<file path="src/rtl/ldu_pkg.sv">
package ldu_pkg;

    // Position of the memory-read flag inside a control bundle.
    localparam int unsigned LDU_RD_BIT = 0;

    // Action taken by the front end in a given cycle.
    typedef enum logic {
        FLOW_RUN  = 1'b0,
        FLOW_HOLD = 1'b1
    } flow_e;

endpackage

</file>
<file path="src/rtl/ldu_hazard_detect.sv">
module ldu_hazard_detect
    import ldu_pkg::*;
#(
    parameter int unsigned REG_AW = 5,
    parameter int unsigned CTRL_W = 8
) (
    input  logic [REG_AW-1:0] dec_rs,
    input  logic [REG_AW-1:0] dec_rt,
    input  logic [CTRL_W-1:0] ex_ctrl,
    input  logic [REG_AW-1:0] ex_rt,
    output logic              stall,
    output logic              pc_we,
    output logic              ifid_we,
    output logic              bubble_sel
);

    localparam int unsigned NSRC = 2;

    logic [REG_AW-1:0] src [NSRC];
    logic [NSRC-1:0]   hit;
    logic              ex_is_load;
    logic              ex_rt_live;
    flow_e             flow;

    assign src[0] = dec_rs;
    assign src[1] = dec_rt;

    // One comparator per decode-stage source operand.
    for (genvar g = 0; g < NSRC; g++) begin : g_cmp
        assign hit[g] = (src[g] == ex_rt);
    end

    always_comb begin
        ex_is_load = ex_ctrl[LDU_RD_BIT];
        ex_rt_live = (ex_rt != '0);
        flow       = (ex_is_load && ex_rt_live && (|hit)) ? FLOW_HOLD : FLOW_RUN;
        stall      = (flow == FLOW_HOLD);
        pc_we      = (flow == FLOW_RUN);
        ifid_we    = (flow == FLOW_RUN);
        bubble_sel = (flow == FLOW_HOLD);
    end

endmodule

</file>
<file path="src/rtl/ldu_pc_reg.sv">
module ldu_pc_reg #(
    parameter int unsigned PC_W   = 16,
    parameter int unsigned PC_INC = 4
) (
    input  logic            clk,
    input  logic            rst_n,
    input  logic            pc_we,
    output logic [PC_W-1:0] pc_q
);

    localparam logic [PC_W-1:0] STEP = PC_W'(PC_INC);

    typedef struct packed {
        logic [PC_W-1:0] pc;
    } pc_state_t;

    pc_state_t st_d, st_q;

    always_comb begin
        st_d = st_q;
        if (pc_we) begin
            st_d.pc = st_q.pc + STEP;
        end
    end

    always_ff @(posedge clk or negedge rst_n) begin
        if (!rst_n) begin
            st_q <= '0;
        end else begin
            st_q <= st_d;
        end
    end

    assign pc_q = st_q.pc;

endmodule

</file>
<file path="src/rtl/ldu_ifid_reg.sv">
module ldu_ifid_reg #(
    parameter int unsigned PC_W   = 16,
    parameter int unsigned REG_AW = 5,
    parameter int unsigned CTRL_W = 8
) (
    input  logic              clk,
    input  logic              rst_n,
    input  logic              we,
    input  logic [PC_W-1:0]   in_pc,
    input  logic [REG_AW-1:0] in_rs,
    input  logic [REG_AW-1:0] in_rt,
    input  logic [CTRL_W-1:0] in_ctrl,
    output logic [PC_W-1:0]   out_pc,
    output logic [REG_AW-1:0] out_rs,
    output logic [REG_AW-1:0] out_rt,
    output logic [CTRL_W-1:0] out_ctrl
);

    typedef struct packed {
        logic [PC_W-1:0]   pc;
        logic [REG_AW-1:0] rs;
        logic [REG_AW-1:0] rt;
        logic [CTRL_W-1:0] ctrl;
    } dec_slot_t;

    dec_slot_t st_d, st_q;

    always_comb begin
        st_d = st_q;
        if (we) begin
            st_d.pc   = in_pc;
            st_d.rs   = in_rs;
            st_d.rt   = in_rt;
            st_d.ctrl = in_ctrl;
        end
    end

    always_ff @(posedge clk or negedge rst_n) begin
        if (!rst_n) begin
            st_q <= '0;
        end else begin
            st_q <= st_d;
        end
    end

    assign out_pc   = st_q.pc;
    assign out_rs   = st_q.rs;
    assign out_rt   = st_q.rt;
    assign out_ctrl = st_q.ctrl;

endmodule

</file>
<file path="src/rtl/ldu_idex_reg.sv">
module ldu_idex_reg #(
    parameter int unsigned PC_W   = 16,
    parameter int unsigned REG_AW = 5,
    parameter int unsigned CTRL_W = 8
) (
    input  logic              clk,
    input  logic              rst_n,
    input  logic              bubble_sel,
    input  logic [PC_W-1:0]   in_pc,
    input  logic [REG_AW-1:0] in_rt,
    input  logic [CTRL_W-1:0] in_ctrl,
    output logic [PC_W-1:0]   out_pc,
    output logic [REG_AW-1:0] out_rt,
    output logic [CTRL_W-1:0] out_ctrl
);

    typedef struct packed {
        logic [PC_W-1:0]   pc;
        logic [REG_AW-1:0] rt;
        logic [CTRL_W-1:0] ctrl;
    } ex_slot_t;

    ex_slot_t          st_d, st_q;
    logic [CTRL_W-1:0] ctrl_mux;

    // Zeroing multiplexer, one gate per control bit.
    for (genvar b = 0; b < CTRL_W; b++) begin : g_zero
        assign ctrl_mux[b] = in_ctrl[b] & ~bubble_sel;
    end

    always_comb begin
        st_d      = st_q;
        st_d.pc   = in_pc;
        st_d.rt   = in_rt;
        st_d.ctrl = ctrl_mux;
    end

    always_ff @(posedge clk or negedge rst_n) begin
        if (!rst_n) begin
            st_q <= '0;
        end else begin
            st_q <= st_d;
        end
    end

    assign out_pc   = st_q.pc;
    assign out_rt   = st_q.rt;
    assign out_ctrl = st_q.ctrl;

endmodule

</file>
<file path="src/rtl/ldu_interlock_pipe.sv">
module ldu_interlock_pipe #(
    parameter int unsigned PC_W   = 16,
    parameter int unsigned REG_AW = 5,
    parameter int unsigned CTRL_W = 8,
    parameter int unsigned PC_INC = 4
) (
    input  logic              clk,
    input  logic              rst_n,
    output logic [PC_W-1:0]   fetch_pc,
    input  logic [REG_AW-1:0] imem_rs,
    input  logic [REG_AW-1:0] imem_rt,
    input  logic [CTRL_W-1:0] imem_ctrl,
    output logic [PC_W-1:0]   dec_pc,
    output logic [PC_W-1:0]   idex_pc,
    output logic [REG_AW-1:0] idex_rt,
    output logic [CTRL_W-1:0] idex_ctrl,
    output logic              stall,
    output logic              pc_we,
    output logic              ifid_we,
    output logic              bubble_sel
);

    logic [REG_AW-1:0] dec_rs;
    logic [REG_AW-1:0] dec_rt;
    logic [CTRL_W-1:0] dec_ctrl;

    ldu_hazard_detect #(
        .REG_AW (REG_AW),
        .CTRL_W (CTRL_W)
    ) u_detect (
        .dec_rs     (dec_rs),
        .dec_rt     (dec_rt),
        .ex_ctrl    (idex_ctrl),
        .ex_rt      (idex_rt),
        .stall      (stall),
        .pc_we      (pc_we),
        .ifid_we    (ifid_we),
        .bubble_sel (bubble_sel)
    );

    ldu_pc_reg #(
        .PC_W   (PC_W),
        .PC_INC (PC_INC)
    ) u_pc (
        .clk   (clk),
        .rst_n (rst_n),
        .pc_we (pc_we),
        .pc_q  (fetch_pc)
    );

    ldu_ifid_reg #(
        .PC_W   (PC_W),
        .REG_AW (REG_AW),
        .CTRL_W (CTRL_W)
    ) u_ifid (
        .clk      (clk),
        .rst_n    (rst_n),
        .we       (ifid_we),
        .in_pc    (fetch_pc),
        .in_rs    (imem_rs),
        .in_rt    (imem_rt),
        .in_ctrl  (imem_ctrl),
        .out_pc   (dec_pc),
        .out_rs   (dec_rs),
        .out_rt   (dec_rt),
        .out_ctrl (dec_ctrl)
    );

    ldu_idex_reg #(
        .PC_W   (PC_W),
        .REG_AW (REG_AW),
        .CTRL_W (CTRL_W)
    ) u_idex (
        .clk        (clk),
        .rst_n      (rst_n),
        .bubble_sel (bubble_sel),
        .in_pc      (dec_pc),
        .in_rt      (dec_rt),
        .in_ctrl    (dec_ctrl),
        .out_pc     (idex_pc),
        .out_rt     (idex_rt),
        .out_ctrl   (idex_ctrl)
    );

endmodule

</file>
<file path="config.mk">
export PLATFORM = sky130hd
export DESIGN_NAME = ldu_interlock_pipe
export DESIGN_NICKNAME = d
export VERILOG_FILES = /design/src/rtl/ldu_pkg.sv /design/src/rtl/ldu_hazard_detect.sv /design/src/rtl/ldu_pc_reg.sv /design/src/rtl/ldu_ifid_reg.sv /design/src/rtl/ldu_idex_reg.sv /design/src/rtl/ldu_interlock_pipe.sv
export SDC_FILE = /design/constraint.sdc
export NUM_CORES = 1
export LEC_CHECK = 0
export ABC_AREA = 1
export BUFFER_PORTS_ARGS = -buffer_cell sky130_fd_sc_hd__buf_2
export CORE_MARGIN = 4
export CORE_UTILIZATION = 35
export DETAILED_ROUTE_END_ITERATION = 8
export HOLD_SLACK_MARGIN = 0.1
export SYNTH_ARGS = -nofsm -noshare
export SYNTH_HDL_FRONTEND = slang
export SYNTH_HIERARCHICAL = 1
export SYNTH_SLANG_ARGS = --single-unit
</file>
<file path="constraint.sdc">
create_clock -name clk -period 2.2 [get_ports clk]
set_clock_uncertainty 0.05 [all_clocks]
set_input_delay 0.11 -clock clk [delete_from_list [all_inputs] [get_ports clk]]
set_output_delay 0.11 -clock clk [all_outputs]
set_load 0.01 [all_outputs]
</file>
==> metrics.csv <==
stage;metric;value;unit
run_status;outcome;complete, no violations;
final_layout;regArea;0.001927;mm^2
routing;dr.first_iter.drc_count;54;
final_layout;fill_cells;864;
grt;grt_pass1_wl;11430;um
cts;htree_levels;3;
floorplanning;placeableCoreArea;0.008678;mm^2
sta;rsz0062_at_grt;false;
final_layout;fin_util;45.93;%
floorplanning;rows;34;
sta;fmax;494.7;MHz
yosys;syn_area_per_cell;9.663;um^2
cts;post_cts_buffers;0;
setup_path;path_class;reg -> out;
yosys;netlist_top_cells_area;dfrtp_1 62%, nand2_1 16%, inv_1 3.3%, nand2_2 2.8%, buf_6 1.8%;
placed_design;port-buffer-count;82;
grt;grt_max_degree;44;
sta;setup_slack;0.1786;ns
placed_design;dp_slack;0.3645;ns
setup_path;end_kind;output pin;
final_layout;multiInputGateArea;937.1;um^2
yosys;yosysTopAreaCell;dfrtp_1;
yosys;syn_area;0.003102;mm^2
sta;fin_tns_setup;0;ns
routing;ant_nets;0;
grt;grt_pass1_vias;2350;
power;p_per_area;1005;mW/mm^2
min_path;hold_class;in -> async;
cts;cts_hold_buf;19;
sta;slew_viol_final;0;
setup_path;critPathMaxFanout;23;
placed_design;dp_hpwl;4786;um
sta;setup_viol;0;
yosys;yosysWarnings;6;
cts;cts-resized-gates;0;
yosys;synthCells;321;
cts;clk_path_buf_depth;2;
cts;clk_pin_slew;0.08;ns
final_layout;drive_gt1_share;30.93;%
yosys;ys_ff_latch;77;
cts;clockRootBuffer;clkbuf_8;
grt;grt_overflow;0;
final_layout;antenna_cells;0;
sta;hold_viol;0;
placed_design;place_inst;503;
setup_path;worstPathRequired;2.04;ns
final_layout;fin_nets;446;
power;vdd_drop_max;0.3819;mV
floorplanning;die_w;102.1;um
placed_design;gp_congestion;0.8023;
routing;first_pass_iters;4;
final_layout;fin_cells;538;
routing;postRouteWirelength;6889;um
sta;period_needed;2.021;ns
floorplanning;dieArea;0.01043;mm^2
grt;grt_antenna_before_repair;0;
cts;clock_sinks;77;
routing;drc_errors;0;
floorplanning;initial_core_util;35.74;%
floorplanning;ios;85;
grt;track_usage;14.15;%
sta;min_period_over_period;91.88;%
flow_run;max_cap_viol_count;0;
power;p_leak;2.216;nW
routing;wl_per_cell;12.80;um
cts;cts_buffers;9;
cts;cts_tree;built;
routing;vias;2323;
yosys;yosysSeqAreaShare;62.12;%
yosys;synth_top_area_share;62.12;%
yosys;synth_cell_types;24;
final_layout;syn2layout_area_growth;28.52;%
setup_path;cp.arrival;1.86;ns
cts;clkLatencyLatePin;0.34;ns
floorplanning;die_h;102.1;um
setup_path;crit_path_start_kind;flop;
routing;via_per_inst;4.318;
==> placed cells by master (no fill, tap or decap), types with 3 or more instances in the layout <==
cell type / instances
inv_2: 4
dlygate4sd3_1: 19
nor2_1: 12
nor2_2: 5
xor2_1: 6
dfrtp_1: 77
nand4_1: 5
nand3_1: 8
nand2_2: 15
buf_2: 81
xnor2_1: 4
clkbuf_8: 9
nand2_1: 133
inv_1: 27
buf_4: 3
==> worst max-delay path, stage by stage, from the launching register on <==
cell and delay, ns:
dfrtp_1 0.43, nor3_1 0.23, nand3_1 0.09, nand2_1 0.10
inv_1 0.05, nand2_2 0.12, buf_4 0.30, buf_2 0.19
==> cell usage after synthesis <==
cell type,n
inv_2,4
xor2_1,6
conb_1,1
nand2_4,1
ha_1,1
buf_4,6
mux2_2,1
nand4_1,5
o21ai_1,1
xnor2_1,4
nor2_4,2
buf_6,5
nor2_2,5
nand3_2,2
nand2_1,134
nor2_1,12
dfrtp_1,77
buf_8,1
a21oi_2,1
nand2_2,14
nor3_1,2
nand3_1,8
inv_8,1
inv_1,27
==> routing by layer <==
metal  global-route usage (%)  wire, um  vias up
li1                         -         -     1169
met4                    6.458       123        0
met1                    18.34      3063     1094
met2                    22.74      3374       50
met3                    3.072       327       10
met5                        0         0        -
==> stage by stage <==
stage / power (mW) / instance area, um^2 / hold WS [ns]
3_5_place_dp: 2.860 / 3575 / 0.04936
4_1_cts: 4.070 / 3986 / 0.2104
2_1_floorplan: 2.454 / 3105 / -0.2356
6_report: 4.006 / 3986 / 0.2121
3_3_place_gp: 2.847 / 3575 / 0.04416
5_1_grt: 4.269 / 3986 / 0.2231
==> logic make-up after synthesis <==
logic type      synth area share, %
fa+ha+maj                    0.4033
flops                         62.12
buf+inv                       7.866
compound gates               0.4436
simple gates                  25.86
xor+xnor                      2.824
other cells                  0.1209
mux                          0.3630
==> registers in the layout, indices dropped and copies added (netlist names) <==
signal,flops
u_idex/out_rt,5
u_ifid/out_pc,16
u_ifid/out_rs,5
u_ifid/out_rt,5
u_pc/pc_q,14
u_ifid/out_ctrl,8
u_idex/out_ctrl,8
u_idex/out_pc,16
==> area by class of cell <==
class,count,share of cell area [%]
clock buffer,9,3.107
clock inverter,7,2.448
inverter,32,3.201
multi-input combinational,201,23.51
sequential,77,48.34
tap,108,3.390
timing repair buffer,104,16.01
==> final timing paths <==
check | from | to | slack [ns] | cells past startpoint
max | u_idex/out_rt[4] | ifid_we | 0.18 | 7
max in group asynchronous | rst_n | u_idex/out_pc[6] | 1.30 | 3
min | rst_n | u_ifid/out_pc[0] | 0.21 | 2
min in group clk | u_ifid/out_pc[15] | u_idex/out_pc[15] | 0.36 | 0
max reg2reg | u_idex/out_rt[4] | u_pc/pc_q[3] | 0.35 | 7
min reg2reg | u_ifid/out_pc[15] | u_idex/out_pc[15] | 0.36 | 0
==> power by group <==
group,switching [mW],internal [mW],total [mW]
registers,0.260,1.69,1.95
logic,0.513,0.377,0.890
clock network,0.518,0.642,1.16
total,1.29,2.71,4.01
Note: power is estimated with default switching activity, not from simulation.
